$ cat config.mk
export PLATFORM = sky130hd
export DESIGN_NAME = thr_mult_packer
export DESIGN_NICKNAME = d
export VERILOG_FILES = /design/src/rtl/thr_mult_pkg.sv /design/src/rtl/tmc_unpack.sv /design/src/rtl/tmc_acc.sv /design/src/rtl/tmc_emit.sv /design/src/rtl/thr_mult_packer.sv
export SDC_FILE = /design/constraint.sdc
export NUM_CORES = 2
export LEC_CHECK = 0
export ABC_AREA = 1
export BUFFER_PORTS_ARGS = -buffer_cell sky130_fd_sc_hd__buf_2
export CAP_MARGIN = 10
export CORE_ASPECT_RATIO = 1.25
export CORE_MARGIN = 2
export CORE_UTILIZATION = 60
export CTS_BUF_LIST = sky130_fd_sc_hd__clkbuf_8
export DETAILED_ROUTE_END_ITERATION = 10
export PLACE_DENSITY_LB_ADDON = 0.15
export SLEW_MARGIN = 20
export SYNTH_ARGS = -nofsm -noshare
export SYNTH_HDL_FRONTEND = slang
export SYNTH_SLANG_ARGS = --single-unit
export TNS_END_PERCENT = 50
$ cat constraint.sdc
create_clock -name clk -period 10.4 [get_ports clk]
set_clock_uncertainty 0.05 [all_clocks]
set_input_delay 1.04 -clock clk [delete_from_list [all_inputs] [get_ports clk]]
set_output_delay 1.04 -clock clk [all_outputs]
set_load 0.03 [all_outputs]
$ cat src/rtl/thr_mult_pkg.sv
package thr_mult_pkg;
   typedef enum logic [0:0] {
      EMIT_IDLE = 1'b0,
      EMIT_RUN  = 1'b1
   } emit_st_e;

   localparam int TMC_MAX_THR_BITS = 3;
endpackage

$ cat src/rtl/tmc_unpack.sv
module tmc_unpack #(
   parameter int CODE_W = 3,
   parameter int SLOTS  = 4,
   parameter int N_THR  = 6,
   parameter int INC_W  = 3
) (
   input  logic [CODE_W*SLOTS-1:0] word,
   output logic [N_THR*INC_W-1:0]  incs
);
   for (genvar k = 0; k < N_THR; k++) begin : g_thr
      logic [INC_W-1:0] n;
      always_comb begin
         n = '0;
         for (int s = 0; s < SLOTS; s++) begin
            if (word[s*CODE_W +: CODE_W] >= CODE_W'(k + 1)) n = n + 1'b1;
         end
      end
      assign incs[k*INC_W +: INC_W] = n;
   end
endmodule

$ cat src/rtl/tmc_acc.sv
module tmc_acc #(
   parameter int N_WORDS = 36,
   parameter int N_THR   = 6,
   parameter int CNT_W   = 2,
   parameter int INC_W   = 3,
   parameter int IDX_W   = 6
) (
   input  logic                                clk,
   input  logic                                rst_n,
   input  logic                                clr,
   input  logic                                hit,
   input  logic [IDX_W-1:0]                    idx,
   input  logic [N_THR*INC_W-1:0]              incs,
   output logic [N_WORDS-1:0][N_THR*CNT_W-1:0] live_nxt
);
   localparam int FW    = N_THR * CNT_W;
   localparam int SW    = CNT_W + INC_W;
   localparam int C_MAX = (1 << CNT_W) - 1;

   logic [N_WORDS-1:0][FW-1:0] live_q;
   logic [SW-1:0]              sum;

   always_comb begin
      sum = '0;
      for (int w = 0; w < N_WORDS; w++) begin
         live_nxt[w] = clr ? '0 : live_q[w];
         if (hit && (idx == IDX_W'(w))) begin
            for (int k = 0; k < N_THR; k++) begin
               sum = SW'(live_nxt[w][k*CNT_W +: CNT_W]) + SW'(incs[k*INC_W +: INC_W]);
               live_nxt[w][k*CNT_W +: CNT_W] =
                  (sum > SW'(C_MAX)) ? CNT_W'(C_MAX) : sum[CNT_W-1:0];
            end
         end
      end
   end

   always_ff @(posedge clk) begin
      if (!rst_n) live_q <= '0;
      else        live_q <= live_nxt;
   end
endmodule

$ cat src/rtl/tmc_emit.sv
module tmc_emit
   import thr_mult_pkg::*;
#(
   parameter int N_WORDS = 36,
   parameter int FW      = 12,
   parameter int IDX_W   = 6
) (
   input  logic                       clk,
   input  logic                       rst_n,
   input  logic                       load,
   input  logic [N_WORDS-1:0][FW-1:0] snap,
   output logic                       out_valid,
   output logic [FW-1:0]              out_word
);
   logic [N_WORDS-1:0][FW-1:0] shadow_q;
   logic [IDX_W-1:0]           rd_q;
   emit_st_e                   st_q;

   always_ff @(posedge clk) begin
      if (!rst_n) begin
         shadow_q <= '0;
         rd_q     <= '0;
         st_q     <= EMIT_IDLE;
      end else if (load) begin
         shadow_q <= snap;
         rd_q     <= '0;
         st_q     <= EMIT_RUN;
      end else if (st_q == EMIT_RUN) begin
         if (rd_q == IDX_W'(N_WORDS - 1)) begin
            rd_q <= '0;
            st_q <= EMIT_IDLE;
         end else begin
            rd_q <= rd_q + 1'b1;
         end
      end
   end

   assign out_valid = (st_q == EMIT_RUN);
   assign out_word  = out_valid ? shadow_q[rd_q] : '0;
endmodule

$ cat src/rtl/thr_mult_packer.sv
module thr_mult_packer #(
   parameter int N_ALG  = 3,
   parameter int N_ETA  = 4,
   parameter int N_REG  = 3,
   parameter int SLOTS  = 4,
   parameter int CODE_W = 3,
   parameter int N_THR  = 6,
   parameter int CNT_W  = 2
) (
   input  logic                                          clk,
   input  logic                                          rst_n,
   input  logic                                          sof,
   input  logic                                          eof,
   input  logic                                          in_valid,
   input  logic [((N_ALG > 1) ? $clog2(N_ALG) : 1)-1:0]  in_alg,
   input  logic [((N_ETA > 1) ? $clog2(N_ETA) : 1)-1:0]  in_eta,
   input  logic [((N_REG > 1) ? $clog2(N_REG) : 1)-1:0]  in_reg,
   input  logic [CODE_W*SLOTS-1:0]                       in_word,
   output logic                                          out_valid,
   output logic [N_THR*CNT_W-1:0]                        out_word,
   output logic                                          tag_err
);
   localparam int AW      = (N_ALG > 1) ? $clog2(N_ALG) : 1;
   localparam int RW      = (N_REG > 1) ? $clog2(N_REG) : 1;
   localparam int N_WORDS = N_ALG * N_ETA * N_REG;
   localparam int IDX_W   = (N_WORDS > 1) ? $clog2(N_WORDS) : 1;
   localparam int INC_W   = $clog2(SLOTS + 1);
   localparam int FW      = N_THR * CNT_W;

   if (N_THR > (1 << CODE_W) - 1) begin : g_bad_thr
      $error("thr_mult_packer: N_THR exceeds the code range");
   end
   if (CODE_W > thr_mult_pkg::TMC_MAX_THR_BITS + 5) begin : g_bad_code
      $error("thr_mult_packer: CODE_W out of range");
   end

   logic reg_ok, alg_ok, hit, err_q;
   logic [IDX_W-1:0]              idx;
   logic [N_THR*INC_W-1:0]        incs;
   logic [N_WORDS-1:0][FW-1:0]    live_nxt;

   if ((1 << RW) == N_REG) begin : g_reg_full
      assign reg_ok = 1'b1;
   end else begin : g_reg_cmp
      assign reg_ok = (in_reg < RW'(N_REG));
   end
   if ((1 << AW) == N_ALG) begin : g_alg_full
      assign alg_ok = 1'b1;
   end else begin : g_alg_cmp
      assign alg_ok = (in_alg < AW'(N_ALG));
   end

   assign hit = in_valid && reg_ok && alg_ok;
   assign idx = IDX_W'((32'(in_alg) * N_ETA + 32'(in_eta)) * N_REG + 32'(in_reg));

   tmc_unpack #(.CODE_W(CODE_W), .SLOTS(SLOTS), .N_THR(N_THR), .INC_W(INC_W)) u_unpack (
      .word (in_word),
      .incs (incs)
   );

   tmc_acc #(.N_WORDS(N_WORDS), .N_THR(N_THR), .CNT_W(CNT_W), .INC_W(INC_W), .IDX_W(IDX_W)) u_acc (
      .clk      (clk),
      .rst_n    (rst_n),
      .clr      (sof),
      .hit      (hit),
      .idx      (idx),
      .incs     (incs),
      .live_nxt (live_nxt)
   );

   tmc_emit #(.N_WORDS(N_WORDS), .FW(FW), .IDX_W(IDX_W)) u_emit (
      .clk       (clk),
      .rst_n     (rst_n),
      .load      (eof),
      .snap      (live_nxt),
      .out_valid (out_valid),
      .out_word  (out_word)
   );

   always_ff @(posedge clk) begin
      if (!rst_n)                  err_q <= 1'b0;
      else if (in_valid && !hit)   err_q <= 1'b1;
   end
   assign tag_err = err_q;
endmodule

==> qor.log <==
INFO  yosys          yosysUniqueCellTypes=42
INFO  yosys          post-synth-top-area-fraction=30.3%
INFO  place          place_ws=4.49ns
INFO  detailed_routing route.vias.total=54,200
INFO  timing         worst_slew_pin_slew=1.21ns
INFO  yosys          adder_cell_share_of_the_synthesized_area=17.7%
INFO  timing         final_critical_path_time_including_i_o_delays_and_setup=6.26ns
INFO  global_routing pin_count_of_the_biggest_net_entering_global_routing=186
INFO  detailed_routing routedWlPerCell=17.6um
INFO  timing         fmaxAchievable=0.160GHz
INFO  worst_setup_path critPathTopFamily=buffers and inverters
INFO  worst_setup_path cp_slowest_stage_delay=0.73ns
INFO  detailed_routing detail_route.iter0.violations=4,553
INFO  floorplanning  dieHeight=350um
INFO  yosys          yosys-top-cells-area=sky130_fd_sc_hd__dfxtp_1 (30%), sky130_fd_sc_hd__nand2_1 (12%), sky130_fd_sc_hd__ha_1 (10%)
INFO  floorplanning  die_footprint=0.0984sqmm
INFO  power_and_ir_drop p_leak=32.5nW
INFO  floorplanning  core_area=0.0955sqmm
INFO  yosys          synth_nets=9,232
INFO  yosys          mappedNetlistArea=0.0576sqmm
INFO  clocking       tritoncts.num_buffers=148
INFO  yosys          synth_ff_type=sky130_fd_sc_hd__dfxtp_1
INFO  worst_setup_path cp_slowest_cell=sky130_fd_sc_hd__buf_4
INFO  yosys          synthXorXnorAreaFrac=0.137%
INFO  timing         hold_viol_final=0
INFO  yosys          combinational_family_with_the_most_area_after_synthesis=simple AND/OR/NAND/NOR gates
INFO  timing         rsz0062_at_grt=no
INFO  worst_setup_path cp-start-kind=flop
INFO  yosys          synth_top_area_cell=sky130_fd_sc_hd__dfxtp_1
INFO  floorplanning  floorplan.initialDensity=60.3%
INFO  detailed_routing remaining_drc_errors=0
INFO  cells_and_area layout-drive-gt1-share=5.24%
INFO  cells_and_area final_cells=9,780
INFO  worst_setup_path crit_buf_inv=5
INFO  worst_setup_path timing.critical_path.to_type=output port
INFO  clocking       clock_tree_from_tritoncts=done
INFO  detailed_routing detail_route.vias_per_cell=5.54
INFO  detailed_routing firstDrtPassIters=9
INFO  clocking       clkSinkCount=872
INFO  yosys          fraction_of_synthesized_area_in_multiplexers=0%
INFO  yosys          synth-edff-count=0
INFO  place          buffer_ports.inserted=36
INFO  yosys          syn-mean-instance-area=6.75squm
INFO  floorplanning  ports=37
INFO  global_routing remaining_global_route_overflow=0
INFO  job            max_cap_violations=0
INFO  yosys          yosysWarnings=0
INFO  hold_path      hold-path-cell-count=3
INFO  timing         post-route-period-util=60.2%
INFO  yosys          synth_cells=8,527
INFO  clocking       cts_clock_pin_slew_for_the_worst_setup_and_hold_paths=0.07ns
INFO  run_status     outcome=finished clean
INFO  global_routing overall_track_demand_over_capacity_in_global_routing=34.9%
INFO  hold_path      hold_path.class=primary input to flop
INFO  global_routing grt_first_pass_wirelength=271mm
INFO  clocking       ctsHoldBuffers=0
INFO  worst_setup_path cp_max_fo=62
INFO  clocking       number_of_buffers_inserted_by_post_cts_setup_repair=0
INFO  clocking       clock_insertion_delay_worst_skew=0.90ns
INFO  yosys          synth_compound_area_share=11.0%
INFO  worst_setup_path cp_cell_sequence=buf_4 > buf_4 > buf_4 > or2_2 > nand3_1 > o21ai_0 > nand2_1 > nand2_1 > inv_1 > nand2_1 > nand3_1 > a21oi_1 > buf_2
INFO  timing         count_of_final_setup_violators=0
INFO  cells_and_area final_net_count=9,084
INFO  clocking       ctsRootBufferMaster=sky130_fd_sc_hd__clkbuf_8
INFO  detailed_routing routed_wl=172mm
INFO  worst_setup_path worst-r2r-cell-count=7
INFO  power_and_ir_drop irDropWorstVdd=0.104mV
INFO  worst_setup_path crit_required=9.31ns
INFO  global_routing grt_pass1_vias=51,600
INFO  power_and_ir_drop power_density=133mW/mm^2
INFO  yosys          ys_async_sr_fraction=0%
INFO  place          placed_cells=9,518
INFO  timing         drv_slew=0
INFO  timing         final_tns_setup=0ns
INFO  worst_setup_path path_class=flop to output port
INFO  yosys          synth_seq_area_share=30.3%
INFO  timing         slew-limit-headroom=19.2%
INFO  worst_setup_path cp_data_arrival_time=5.17ns
INFO  global_routing antenna_found_initial=2
INFO  power_and_ir_drop post-layout-total-power=8.17mW
INFO  clocking       cts-htree-levels=4
INFO  timing         final.setup.worst_slack=4.14ns
INFO  yosys          synth-simple-area-share=28.5%
INFO  floorplanning  fp.dieW=281um
INFO  detailed_routing postRouteAntennaNets=0
INFO  floorplanning  std_cell_rows=127
INFO  clocking       ctsLongestPathBuffers=3
INFO  clocking       number_of_gates_given_a_new_drive_strength_after_cts=0
INFO  worst_setup_path number_of_logic_stages_on_the_critical_path_including_buffering=13
INFO  place          dp_hpwl=107mm
INFO  yosys          ys_ff_latch=872
INFO  place          place_congestion=0.957
INFO  cells_and_area area.growth.synth_to_final=6.78%
==> where the power goes <==
group	internal [mW]	total, mW	switching [mW]
Combinational	0.405	1.47	1.06
Sequential	3.44	3.49	0.0511
Clock	1.71	3.21	1.50
==> registers in the layout (all words and copies together) (netlist names) <==
| register | flops |
|---|---|
| u_emit.rd_q | 6 |
| u_emit.out_valid | 1 |
| u_emit.shadow_q | 432 |
| u_acc.live_q | 432 |
| tag_err | 1 |
==> layout by cell type (no fill, tap or decap), types with 13 or more instances in the layout <==
cell | netlist | routed
sky130_fd_sc_hd__o21ai_0 | 225 | 224
sky130_fd_sc_hd__ha_1 | 464 | 464
sky130_fd_sc_hd__buf_2 | 124 | 33
sky130_fd_sc_hd__buf_4 | 6 | 67
sky130_fd_sc_hd__inv_1 | 1428 | 1466
sky130_fd_sc_hd__fa_1 | 218 | 218
sky130_fd_sc_hd__dfxtp_1 | 872 | 870
sky130_fd_sc_hd__a21oi_1 | 758 | 757
sky130_fd_sc_hd__inv_2 | 14 | 13
sky130_fd_sc_hd__clkbuf_8 | 0 | 191
sky130_fd_sc_hd__nor2_1 | 1290 | 1288
sky130_fd_sc_hd__clkinv_2 | 0 | 13
sky130_fd_sc_hd__nand3_2 | 25 | 25
sky130_fd_sc_hd__a211oi_1 | 144 | 144
sky130_fd_sc_hd__nand2_2 | 14 | 15
sky130_fd_sc_hd__o21ai_1 | 21 | 21
sky130_fd_sc_hd__nand3_1 | 545 | 545
sky130_fd_sc_hd__nand3b_1 | 107 | 107
sky130_fd_sc_hd__nand2_1 | 1907 | 1902
sky130_fd_sc_hd__o22ai_1 | 22 | 22
==> synthesized netlist by cell type (22+ instances only) <==
cell,instances
sky130_fd_sc_hd__nand2_1,1907
sky130_fd_sc_hd__inv_1,1428
sky130_fd_sc_hd__nor2_1,1290
sky130_fd_sc_hd__dfxtp_1,872
sky130_fd_sc_hd__a21oi_1,758
sky130_fd_sc_hd__nand3_1,545
sky130_fd_sc_hd__ha_1,464
sky130_fd_sc_hd__clkbuf_1,229
sky130_fd_sc_hd__o21ai_0,225
sky130_fd_sc_hd__fa_1,218
sky130_fd_sc_hd__a211oi_1,144
sky130_fd_sc_hd__buf_2,124
sky130_fd_sc_hd__nand3b_1,107
sky130_fd_sc_hd__buf_1,42
sky130_fd_sc_hd__nand3_2,25
sky130_fd_sc_hd__o22ai_1,22
==> worst min-delay path, stage by stage <==
cell and delay [ns]:
sky130_fd_sc_hd__buf_2 0.09, sky130_fd_sc_hd__a21oi_1 0.06, sky130_fd_sc_hd__nor2_1 0.07
==> routing by layer <==
layer  up-vias  wire [um]  track usage, %
li1      26200          -               -
met1     25600      68700            40.9
met2      1873      81600            60.7
met3       521      11800            5.35
met4         0       9720            19.5
met5         -          0               0
==> layout make-up <==
type                            count  area [sq um]
Antenna cell                        2          5.00
Clock buffer                      190          2620
Clock inverter                     69           400
Fill cell                        8750         34000
Inverter                         1446          5460
Multi-Input combinational cell   5805         33100
Sequential cell                   872         17500
Tap cell                         1290          1610
Timing Repair Buffer              106           785
==> through the flow <==
step	hold slack [ns]	instance area [sq um]	util [%]
2_1_floorplan	0.392	57600	-
3_5_place_dp	0.404	58400	61.2
6_report	0.378	61500	64.4
3_3_place_gp	0.397	58400	61.2
4_1_cts	0.305	61400	64.3
5_1_grt	0.360	61500	64.4
==> cells by family after synthesis <==
group,count (synthesis)
and+or+nand+nor,3938
buffers and inverters,1850
AOI/OAI and AO/OA,1176
DFF,872
adders and majority gates,682
xor gates and xnor gates,9
==> path summary, 6_finish.rpt <==
check	start	to	slack (ns)
max	u_emit.rd_q[0]$_SDFFE_PP0P_	out_word[2]	4.14
min	in_valid	tag_err$_SDFFE_PN0P_	0.38
max reg2reg	u_emit.rd_q[0]$_SDFFE_PP0P_	u_emit.rd_q[5]$_SDFFE_PP0P_	7.44
min reg2reg	u_emit.shadow_q[143]$_SDFFE_PN0P_	u_emit.shadow_q[143]$_SDFFE_PN0P_	0.41
No activity file was read; power rests on OpenSTA's default activity.
